===== src/rtl/grid_pe_pkg.sv =====
package grid_pe_pkg;
  localparam int NFLOP  = 10;
  localparam int NNBR   = 8;
  localparam int ITER_W = 3;

  // layout, MSB first
  typedef struct packed {
    logic              cpl_out;
    logic              cpl_in;
    logic              gate_en;
    logic              bypass;
    logic              bub_en;
    logic              up;
    logic              down;
    logic [ITER_W-1:0] iters;
  } flow_t;

  typedef struct packed {
    flow_t            flow;
    logic [NFLOP-1:0] rd;
    logic [NFLOP-1:0] gate;
    logic [NFLOP-1:0] ld;
  } uinstr_t;
endpackage


===== src/rtl/pe_transmit.sv =====
module pe_transmit #(
  parameter int N = 10
) (
  input  logic [N-1:0] st_i,
  input  logic [N-1:0] sel_i,
  input  logic         inv_i,
  output logic         out_o
);
  // unselected flops read as 1
  assign out_o = (&(st_i | ~sel_i)) ^ inv_i;
endmodule


===== src/rtl/pe_receive.sv =====
module pe_receive #(
  parameter int NNBR = 8,
  parameter int DROP = 2
) (
  input  logic [NNBR:0]   st_i,
  input  logic            self_i,
  input  logic [NNBR-1:0] nbr_i,
  input  logic [NNBR:0]   gate_i,
  input  logic            cond_i,
  input  logic            en_i,
  input  logic            rhomb_i,
  input  logic            inv_i,
  output logic            inc_o
);
  localparam int KEEP = NNBR + 1 - DROP;

  logic [NNBR:0] src, mask, open;

  assign src  = {nbr_i, self_i};
  assign mask = rhomb_i ? {{DROP{1'b0}}, {KEEP{1'b1}}} : '1;

  always_comb begin
    open = '0;
    if (en_i) open = gate_i & mask & (cond_i ? st_i : '1);
  end

  assign inc_o = (|(open & src)) ^ inv_i;
endmodule


===== src/rtl/pe_bubble.sv =====
module pe_bubble #(
  parameter int W        = 8,
  parameter int ITER_W   = 3,
  parameter int MAX_ITER = (1 << ITER_W) - 1
) (
  input  logic [W-1:0]      vec_i,
  input  logic              up_i,
  input  logic              down_i,
  input  logic [ITER_W-1:0] iters_i,
  output logic [W-1:0]      vec_o
);
  // index 0 is the top; one step moves each 1 above a 0 down by one
  function automatic logic [W-1:0] step_dn(input logic [W-1:0] v);
    logic [W-1:0] n;
    n[0]   = v[0] & v[1];
    n[W-1] = v[W-1] | v[W-2];
    for (int k = 1; k < W - 1; k++)
      n[k] = (v[k] & v[k+1]) | (~v[k] & v[k-1]);
    return n;
  endfunction

  function automatic logic [W-1:0] rev(input logic [W-1:0] v);
    logic [W-1:0] r;
    for (int k = 0; k < W; k++) r[k] = v[W-1-k];
    return r;
  endfunction

  logic         up_only, moving;
  logic [W-1:0] stg [MAX_ITER+1];
  logic [W-1:0] sel;

  assign up_only = up_i & ~down_i;
  assign moving  = up_i ^ down_i;
  assign stg[0]  = up_only ? rev(vec_i) : vec_i;

  for (genvar s = 0; s < MAX_ITER; s++) begin : g_stage
    assign stg[s+1] = step_dn(stg[s]);
  end

  assign sel   = stg[iters_i];
  assign vec_o = !moving ? vec_i : (up_only ? rev(sel) : sel);
endmodule


===== src/rtl/grid_pe.sv =====
module grid_pe
  import grid_pe_pkg::*;
(
  input  logic        clk_i,
  input  logic        rst_ni,
  input  logic [39:0] instr_i,
  input  logic        rhombic_i,
  input  logic [7:0]  nbr_i,
  output logic        out_o,
  output logic        incident_o,
  output logic [9:0]  flops_o,
  output logic        err_o
);
  uinstr_t          ui;
  logic [NFLOP-1:0] st_q;
  logic [NNBR-1:0]  bub_vec;
  logic             conflict;

  assign ui = uinstr_t'(instr_i);

  pe_transmit #(.N(NFLOP)) u_tx (
    .st_i (st_q),
    .sel_i(ui.rd),
    .inv_i(ui.flow.cpl_out),
    .out_o(out_o)
  );

  // gate bit 9 is the conditional flag; gates 0..8 key to flops 0..8
  pe_receive #(.NNBR(NNBR), .DROP(2)) u_rx (
    .st_i   (st_q[NNBR:0]),
    .self_i (out_o),
    .nbr_i  (nbr_i),
    .gate_i (ui.gate[NNBR:0]),
    .cond_i (ui.gate[NFLOP-1]),
    .en_i   (ui.flow.gate_en),
    .rhomb_i(rhombic_i),
    .inv_i  (ui.flow.cpl_in),
    .inc_o  (incident_o)
  );

  pe_bubble #(.W(NNBR), .ITER_W(ITER_W)) u_bub (
    .vec_i  (st_q[NNBR:1]),
    .up_i   (ui.flow.up),
    .down_i (ui.flow.down),
    .iters_i(ui.flow.iters),
    .vec_o  (bub_vec)
  );

  assign conflict = |(ui.rd & ui.ld);

  always_ff @(posedge clk_i or negedge rst_ni) begin
    if (!rst_ni) begin
      st_q  <= '0;
      err_o <= 1'b0;
    end else if (ui.flow.bub_en) begin
      err_o <= 1'b0;
      if (incident_o) st_q[NNBR:1] <= bub_vec;
    end else begin
      err_o <= conflict;
      if (!conflict) st_q <= (st_q & ~ui.ld) | ({NFLOP{incident_o}} & ui.ld);
    end
  end

  assign flops_o = st_q;
endmodule


===== config.mk =====
export PLATFORM = sky130hd
export DESIGN_NAME = grid_pe
export DESIGN_NICKNAME = d
export VERILOG_FILES = /design/src/rtl/grid_pe_pkg.sv /design/src/rtl/pe_transmit.sv /design/src/rtl/pe_receive.sv /design/src/rtl/pe_bubble.sv /design/src/rtl/grid_pe.sv
export SDC_FILE = /design/constraint.sdc
export NUM_CORES = 1
export LEC_CHECK = 0
export ABC_AREA = 1
export BUFFER_PORTS_ARGS = -buffer_cell sky130_fd_sc_hd__buf_2
export CAP_MARGIN = 20
export CORE_ASPECT_RATIO = 0.5
export CORE_MARGIN = 3
export CORE_UTILIZATION = 45
export CTS_CLUSTER_SIZE = 14
export DETAILED_ROUTE_END_ITERATION = 10
export GPL_TIMING_DRIVEN = 0
export HOLD_SLACK_MARGIN = 0.1
export PLACE_DENSITY = 0.7
export SYNTH_ARGS = -nofsm -noshare
export SYNTH_HDL_FRONTEND = slang
export SYNTH_SLANG_ARGS = --single-unit

===== constraint.sdc =====
create_clock -name clk_i -period 5.3 [get_ports clk_i]
set_clock_uncertainty 0.05 [all_clocks]
set_input_delay 0.795 -clock clk_i [delete_from_list [all_inputs] [get_ports clk_i]]
set_output_delay 0.795 -clock clk_i [all_outputs]
set_load 0.01 [all_outputs]

---- After elaboration in Yosys (flattened, before gate mapping) ----
Index checks and enable logic that the tools add are counted.
storage, ports and cells
  bits of input ports ..................... 51
  flip-flop bits (word level) ............. 11
  logic and storage cells ................. 225
  output and inout port bits .............. 13
cells by class
  reductions and logical operators ........ 5
  bitwise logic cells ..................... 200
  equality and inequality tests ........... 3
  muxes and demuxes ....................... 13
  order comparisons ....................... 1
operator list
  operator                                                                  count
  1-bit AND                                                                 92
  8-bit 2-to-1 mux                                                          7
  1-bit bitwise OR                                                          49
  1-bit inverter                                                            45
  9-bit 2-to-1 mux                                                          4
  10-bit AND                                                                3
  9-bit AND                                                                 3
  8-bit binary-select mux with 3-bit select                                 1
  10-bit inverter                                                           2
  10-bit bitwise OR                                                         2
  10-bit AND reduction                                                      1
  10-bit OR reduction                                                       1
  9-bit OR reduction                                                        1
  4-bit greater-or-equal comparator (second input constant)                 1
  2-bit by 1-bit inequality test with 1-bit output (second input constant)  2
  3-bit inverter with 4-bit output                                          1
  3-bit AND reduction                                                       1
  1-bit XOR                                                                 3
  2-bit inequality test (second input constant)                             1
  2-bit AND reduction                                                       1
  1-bit 2-to-1 mux                                                          1

---- Longest topological paths before layout ----
Gate-level depths: netlist of the first run.
  depth in word-level cells ............... 31
  mapped depth ............................ 27
  gate-level depth less buffers ........... 26

---- Cells and area by module ----
A second synthesis of the first run with hierarchy kept.
second synthesis, totals
  cells, all modules ...................... 570
  area total of the unflattened synthesis .. 2834.0 µm²
modules (own cells, without submodules)
  module       times used  sequential area each (µm²)  cells each  area each (µm²)
  pe_bubble    1           0.0                         364         1710.4
  grid_pe      1           275.3                       117         764.5
  pe_receive   1           0.0                         58          231.5
  pe_transmit  1           0.0                         31          127.6

---- Least setup slack after synthesis of the first run ----
No wires, ideal clock.
  path type ............................... input -> register
  from .................................... in instr_i[33]
  to ...................................... reg st_q[5] (netlist: flops_o[5])
  cell stages on the path ................. 23
  path slack .............................. 2.414 ns
  required time ........................... 5.126 ns
  data arrival time ....................... 2.712 ns
  buffers on the path ..................... 1
  library setup time ...................... 0.124 ns
  cell sequence ........................... inv_1 -> ha_1 -> inv_2 -> buf_6 -> nand2_4 -> nand2_4 -> nand2_4 -> nand2_2 -> nand2_4 -> nand2_2 -> nand2_2 -> nand2_2 -> nand2_4 -> nand2_4 -> inv_2 -> nand2_2 -> nand3_1 -> nand2_2 -> nand3_1 -> nand3_1 -> nand2_1 -> a21oi_1 -> o21bai_2
on the way
  cells in the longest elaborated chain, start to end .. 31
  elaborated cells on any way between the ends .. 165
  those cells by class .................... 1 x eq/ne; 8 x mux; 155 x bitwise; 1 x reduce/logical
ends and longest elaborated chain
  item                                                 line             source
  start: declaration                                   grid_pe.sv:6     input logic [39:0] instr_i,
  1-bit inverter                                       pe_bubble.sv:32  assign up_only = up_i & ~down_i;
  1-bit AND                                            pe_bubble.sv:32
  8-bit 2-to-1 mux                                     pe_bubble.sv:34  assign stg[0] = up_only ? rev(vec_i) : vec_i;
  1-bit inverter                                       pe_bubble.sv:18  n[k] = (v[k] & v[k+1]) | (~v[k] & v[k-1]);
  1-bit AND                                            pe_bubble.sv:18
  1-bit bitwise OR                                     pe_bubble.sv:18
  1-bit inverter                                       pe_bubble.sv:18
  1-bit AND                                            pe_bubble.sv:18
  [13 not listed]                                      --
  1-bit inverter                                       pe_bubble.sv:18
  1-bit AND                                            pe_bubble.sv:18
  1-bit bitwise OR                                     pe_bubble.sv:18
  8-bit binary-select mux with 3-bit select            pe_bubble.sv:40  assign sel = stg[iters_i];
  8-bit 2-to-1 mux (not written as such) (2 in a row)  pe_bubble.sv:40
  8-bit 2-to-1 mux (2 in a row)                        pe_bubble.sv:41  assign vec_o = !moving ? vec_i : (up_only ? rev(sel) : sel);
  8-bit 2-to-1 mux                                     grid_pe.sv:57    if (incident_o) st_q[NNBR:1] <= bub_vec;
  8-bit 2-to-1 mux                                     grid_pe.sv:55    end else if (ui.flow.bub_en) begin
  end signal: indexed assignment                       grid_pe.sv:57
  end signal: assignment                               grid_pe.sv:60    if (!conflict) st_q <= (st_q & ~ui.ld) | ({NFLOP{incident_o}} & ui.ld);
  end: declaration                                     grid_pe.sv:15    logic [NFLOP-1:0] st_q;
Parallel ways exist; a longest one is shown, timed or not. The select of a mux whose other input is x is not followed.
A chain may end at the register's enable or synchronous reset.

---- Final worst setup path of the first run ----
  from .................................... in instr_i[33]
  to ...................................... reg st_q[7] (netlist: flops_o[7])
Same word-level chain as after synthesis.

==> results of run 1 <==
==> final cells by class <==
cell class,count,area (sq um),share of cell area (%)
inverter,55,206,6.45
clock buffer,4,78.8,2.46
buffer,15,138,4.30
tap,73,91.3,2.85
sequential,11,275,8.60
timing repair buffer,60,300,9.39
multi-input combinational,379,2110,65.9
==> layer usage <==
metal,share of wire (%),up-vias
met5,0,-
met4,1.2,0
met3,8.2,10
met2,44,127
met1,47,1428
li1,-,1653
==> critical path: stages <==
cell and delay (ns):
buf_2 0.09, inv_1 0.07, ha_1 0.20, inv_2 0.06
buf_6 0.13, nand2_1 0.07, nand2_1 0.10, nand2_1 0.17
nand3_2 0.11, nand2_4 0.11, nand2_4 0.08, nand2_4 0.08
inv_2 0.05, a21oi_2 0.19, nand3_1 0.16, nand2_1 0.12
nand3_1 0.07, nand2_1 0.07, nand3_1 0.09, nand2_1 0.16
nand2_1 0.07, nand3_1 0.10, a21oi_1 0.07
==> worst min path at each step <==
stage / slack [ns] / cells past startpoint / to / start
final: 0.38 / 1 / flops_o[8]$_DFFE_PN0P_ / rst_ni
after global placement: 0.50 / 1 / register / register
after detailed placement: 0.50 / 1 / register / register
after global routing: 0.39 / 1 / flops_o[3]$_DFFE_PN0P_ / rst_ni
after CTS: 0.38 / 1 / flops_o[3]$_DFFE_PN0P_ / rst_ni
after floorplan: 0.45 / 0 / asynchronous set/reset pin / rst_ni
==> cell usage after synthesis (3+ instances only) <==
library cell | n | area [sq um]
o211ai_1 | 9 | 67.6
buf_6 | 4 | 45.0
a21oi_2 | 3 | 26.3
nand4_1 | 5 | 31.3
o22ai_1 | 5 | 31.3
nand2_4 | 24 | 270
clkbuf_1 | 3 | 11.3
o221ai_1 | 5 | 43.8
o21ai_0 | 26 | 130
nand2_1 | 126 | 473
nand3_1 | 47 | 235
nand2_2 | 40 | 250
nand3_2 | 3 | 30.0
inv_1 | 46 | 173
inv_2 | 8 | 30.0
a21oi_1 | 34 | 170
dfrtp_1 | 11 | 275
nor2_1 | 26 | 97.6
==> logic make-up after synthesis <==
| family | Yosys count | synth area share [%] |
|---|---|---|
| fa+ha+maj | 2 | 0.917 |
| compound gates | 93 | 20.6 |
| mux | 1 | 0.413 |
| xor+xnor | 1 | 0.321 |
| flops | 11 | 10.1 |
| simple gates | 282 | 55.0 |
| buf+inv | 70 | 12.6 |
==> power by group through the flow <==
stage / combinational (mW) / clock, mW / sequential [mW]
floorplan: 0.992 / 0 / 0.163
global placement: 1.23 / 0 / 0.172
detailed placement: 1.23 / 0 / 0.172
CTS: 1.24 / 0.139 / 0.171
global route: 1.39 / 0.142 / 0.176
finish: 1.24 / 0.137 / 0.171
==> flow_summary.yaml, run 1 <==
worst_setup_path:
  reg2reg_to: "flops_o[7]$_DFFE_PN0P_"
  crit_end: "flops_o[7]$_DFFE_PN0P_"
  crit_arrival_ns: 3.23
  startpoint: "instr_i[33]"
  rr_startpoint: "flops_o[4]$_DFFE_PN0P_"
  worst_setup_path_start_kind: "input pin"
  crit_fanout: 10
  endpoint_kind: "register"
  rr_worst_depth: 19
  critPathKind: "input pin to register"
  cp.required_ns: 5.37
  ff2ff_setup_slack_ns: 2.55
sta:
  setup_viol: 0
  fin_setup_tns_ns: 0
  rsz0062_at_grt: "false"
  drv_slew: 0
  tightest_slew_ns: 0.470
  period_minus_slack_ns: 3.16
  fin_crit_sh_pct: 59.6
  fin_hold_ws_ns: 0.377
  slew_headroom_pct: 68.6
  hold_viol: 0
  timing.final.ws_setup_ns: 2.14
  fmax_mhz: 317
cells_and_area:
  fill_cells: 612
  postLayoutCellArea_sq_mm: 0.00320
  final_util_pct: 56.5
  stdcell_count: 597
  drive_above_1_share_pct: 31.5
  num_antenna_cells: 0
  syn2layout_area_growth_pct: 17.2
  layout_common_cells: "126 x nand2_1, 62 x buf_2, 47 x nand3_1, 46 x inv_1, 40 x nand2_2"
  layout_commonest_cell: "nand2_1"
  fin_nets: 578
route:
  drc_errors: 0
  dr.pass1.iters: 5
  vias_per_cell: 5.39
  route.antenna.remaining_nets: 0
  detail_route.wl_per_cell_um: 14.1
  wl_um: 8400
  first_iter_violations: 231
  vias: 3218
place:
  place_congestion: 0.909
  dpl.hpwl_um: 6810
  io_buffers: 60
  place_ws_ns: 1.94
  dp_cells: 593
  post_dp_cell_area_sq_mm: 0.00312
grt:
  grtUsageMet2_pct: 39.7
  grt_max_degree: 12
  grtUsageMet3_pct: 3.04
  grt-busiest-layer: "met2"
  antenna_found_initial: 0
  grt_usage_pct: 24.3
  use_met1_pct: 35.3
  grt_overflow: 0
  grt_pass1_vias: 2831
  grt_pass1_wl_um: 13700
clock_network:
  cts_sinks: 11
  clk_path_buf_depth: 2
  clk_latency_ns: 0.24
  clk_root_buffer_cell: "clkbuf_16"
  numCtsBuffers: 3
  h-tree-depth: 1
  postCtsResizedCells: 0
  clkTransAtPathRegs_ns: 0.04
  post_cts_buffers: 0
  cts_tree: "done"
  cts_hold_repair.buffers: 0
pwr:
  p_sw_share_pct: 59.2
  clkPwrFrac_pct: 8.9
  power_frac_comb_pct: 80.1
  p_switching_uw: 915
  p_leak_nw: 1.76
  power_mw: 1.55
  p_per_area_mw_per_mm2: 484
  power_frac_seq_pct: 11.1
  intPower_uw: 632
  irDropWorstVdd_uv: 270
synthesis:
  synth_edf_count: 0
  ys_types: 43
  syn_inst: 460
  synthFlopType: "dfrtp_1"
  avgSynthCellArea_sq_um: 5.93
  ys_seq_area_share_pct: 10.1
  syn_nets: 513
  async_reset_ff_share_pct: 100
  yosysWarnings: 0
  synthesis.area_sq_mm: 0.00273
  ys_ff_latch: 11
floorplanning:
  core_sq_mm: 0.00566
  ios: 64
  die_y_um: 61.1
  rows: 19
  start_util_pct: 48.2
  die_area_sq_mm: 0.00709
  fp.dieW_um: 116
worst_hold_path:
  hold_path.class: "input pin to asynchronous set/reset pin"
job:
  cap_violations: 0
status:
  status: "complete, no violations"
Power figures use the tool's default switching activity.
==> run 2, diff against run 1 <==
--- a/config.mk
+++ b/config.mk
@@ -15,7 +15,7 @@
 export DETAILED_ROUTE_END_ITERATION = 10
 export GPL_TIMING_DRIVEN = 0
 export HOLD_SLACK_MARGIN = 0.1
-export PLACE_DENSITY = 0.7
+export PLACE_DENSITY = 0.72
 export SYNTH_ARGS = -nofsm -noshare
 export SYNTH_HDL_FRONTEND = slang
 export SYNTH_SLANG_ARGS = --single-unit
==> constraint.sdc (replaced) <==
create_clock -name clk_i -period 2.5 [get_ports clk_i]
set_clock_uncertainty 0.05 [all_clocks]
set_input_delay 0.375 -clock clk_i [delete_from_list [all_inputs] [get_ports clk_i]]
set_output_delay 0.375 -clock clk_i [all_outputs]
set_load 0.01 [all_outputs]
==> flow_summary.yaml, run 2 (same netlist as run 1, synthesis figures left out) <==
grt:
  grtUsageMet2_pct: 46.1
  antenna_found_initial: 0
  grt-busiest-layer: "met2"
  grt_overflow: 0
  use_met1_pct: 36.5
  grtUsageMet3_pct: 2.16
  grt_pass1_wl_um: 15100
  grt_usage_pct: 26.7
  grt_max_degree: 12
  grt_pass1_vias: 3168
place:
  dp_cells: 593
  io_buffers: 60
  place_congestion: 0.871
  place_ws_ns: -0.429
  dpl.hpwl_um: 6730
clock_network:
  cts_tree: "done"
  clk_latency_ns: 0.23
  cts_sinks: 11
  clkTransAtPathRegs_ns: 0.04
  h-tree-depth: 1
  clk_root_buffer_cell: "clkbuf_16"
  numCtsBuffers: 3
  clk_path_buf_depth: 2
floorplanning:
  start_util_pct: 48.2
  die_area_sq_mm: 0.00709
  fp.dieW_um: 116
  ios: 64
  die_y_um: 61.1
  rows: 19
  core_sq_mm: 0.00566
cells_and_area:
  ff_latch_area_sq_um: 283
  stdcell_count: 624
  drive_above_1_share_pct: 47.5
  multi_input_area_sq_mm: 0.00261
  fin_nets: 605
  syn2layout_area_growth_pct: 44.1
  num_antenna_cells: 0
  layout_common_cells: "95 x nand2_1, 60 x buf_2, 47 x nand2_2, 41 x nand2_4, 40 x inv_1"
  fill_cells: 492
  layout_commonest_cell: "nand2_1"
route:
  first_iter_violations: 227
  vias_per_cell: 5.55
  vias: 3461
  detail_route.wl_per_cell_um: 15.1
  route.antenna.remaining_nets: 0
  drc_errors: 0
  wl_um: 9450
  dr.pass1.iters: 8
sta:
  fin_setup_tns_ns: -0.410
  period_minus_slack_ns: 2.62
  timing.final.ws_setup_ns: -0.115
  setup_viol: 8
  fin_crit_sh_pct: 105
  hold_viol: 0
  drv_slew: 0
  fmax_mhz: 382
  rsz0062_at_grt: "true"
  tightest_slew_ns: 0.485
  slew_headroom_pct: 67.6
pwr:
  p_leak_nw: 2.00
  irDropWorstVdd_uv: 556
  p_per_area_mw_per_mm2: 1090
worst_setup_path:
  endpoint_kind: "register"
  worst_setup_path_start_kind: "input pin"
  crit_fanout: 8
  crit_arrival_ns: 2.73
  cp.required_ns: 2.61
  critPathKind: "input pin to register"
status:
  status: "complete, but fails checks"
  violations: "setup timing"
job:
  cap_violations: 0
worst_hold_path:
  hold_path.class: "input pin to register"
## run 2: cell count changes in the layout (fill, tap and decap cells not counted), moves of 8 or more
cell,previous run,this run
buf_4,2,27
nand2_1,126,95
nand2_4,24,41
nand2_8,0,8
nand3_1,47,33
nand3_2,3,15
## run 2: what timing repair did
action | 4_1_cts | 5_1_grt
gates cloned | 0 | 1
endpoints found under the hold margin | 11 | 0
resized for setup | 79 | 50
setup buffers | 19 | 6
pin swaps | 44 | 32
endpoints found under the setup margin | 9 | 9
hold buffers | 1 | 0
## run 2: path summary, 6_finish.rpt
path	from	slack [ns]	depth (start not counted)	end
max	instr_i[33]	-0.12	24	flops_o[4]$_DFFE_PN0P_
min	instr_i[35]	0.28	2	err_o$_DFF_PN0_
max reg2reg	flops_o[3]$_DFFE_PN0P_	-0.09	21	flops_o[4]$_DFFE_PN0P_
min reg2reg	register	0.51	1	register
max in group asynchronous	rst_ni	1.68	2	flops_o[5]$_DFFE_PN0P_
min in group asynchronous	rst_ni	0.49	2	err_o$_DFF_PN0_
## run 2: cell type report
type | instances | area share [%]
multi-input cells | 380 | 66.3
flip-flops and latches | 11 | 7.19
plain buffers | 15 | 3.60
repair buffers | 86 | 13.0
clock buffers | 4 | 2.00
inverters | 55 | 5.63
well taps | 73 | 2.32
## run 2: through the flow
stage | area, sq um | hold slack, ns | utilization, % | total power [mW]
floorplan | 2730 | 0.0294 | - | 2.45
global placement | 3120 | 0.207 | 55.2 | 2.95
detailed placement | 3120 | 0.208 | 55.2 | 2.98
CTS | 3660 | 0.276 | 64.6 | 3.84
global route | 3930 | 0.278 | 69.5 | 4.65
finish | 3930 | 0.281 | 69.5 | 4.30
## run 2: worst max-delay path, cell delays in order
cell and delay [ns]:
buf_6 0.08, inv_6 0.03, ha_4 0.15, buf_6 0.13, nand2_2 0.08, nand2_4 0.09, buf_4 0.16, a21oi_4 0.20
nand2_2 0.17, nand2_8 0.12, nand2_4 0.05, nand2_4 0.07, nand2_4 0.07, nand2_4 0.08, nand2_2 0.06, nand2_2 0.08
nand2_1 0.05, nand2_1 0.07, nand3_2 0.11, nand2_4 0.10, nand3_2 0.06, nand2_1 0.08, nand2_1 0.08, a21oi_2 0.13
## run 2: where the power goes
group          switching [mW]  leakage [nW]  internal [mW]
Clock                  0.0706        0.0382          0.213
Sequential              0.125         0.123          0.248
Combinational            2.31          1.84           1.34
Total                    2.50          2.00           1.80
## run 2: layer usage
metal | wire length (um) | vias to the layer above | part of all wire [%]
met3 | 694 | 14 | 7.3
met1 | 4250 | 1590 | 45
li1 | - | 1715 | -
met4 | 132 | 0 | 1.4
met2 | 4370 | 142 | 46
met5 | 0 | - | 0
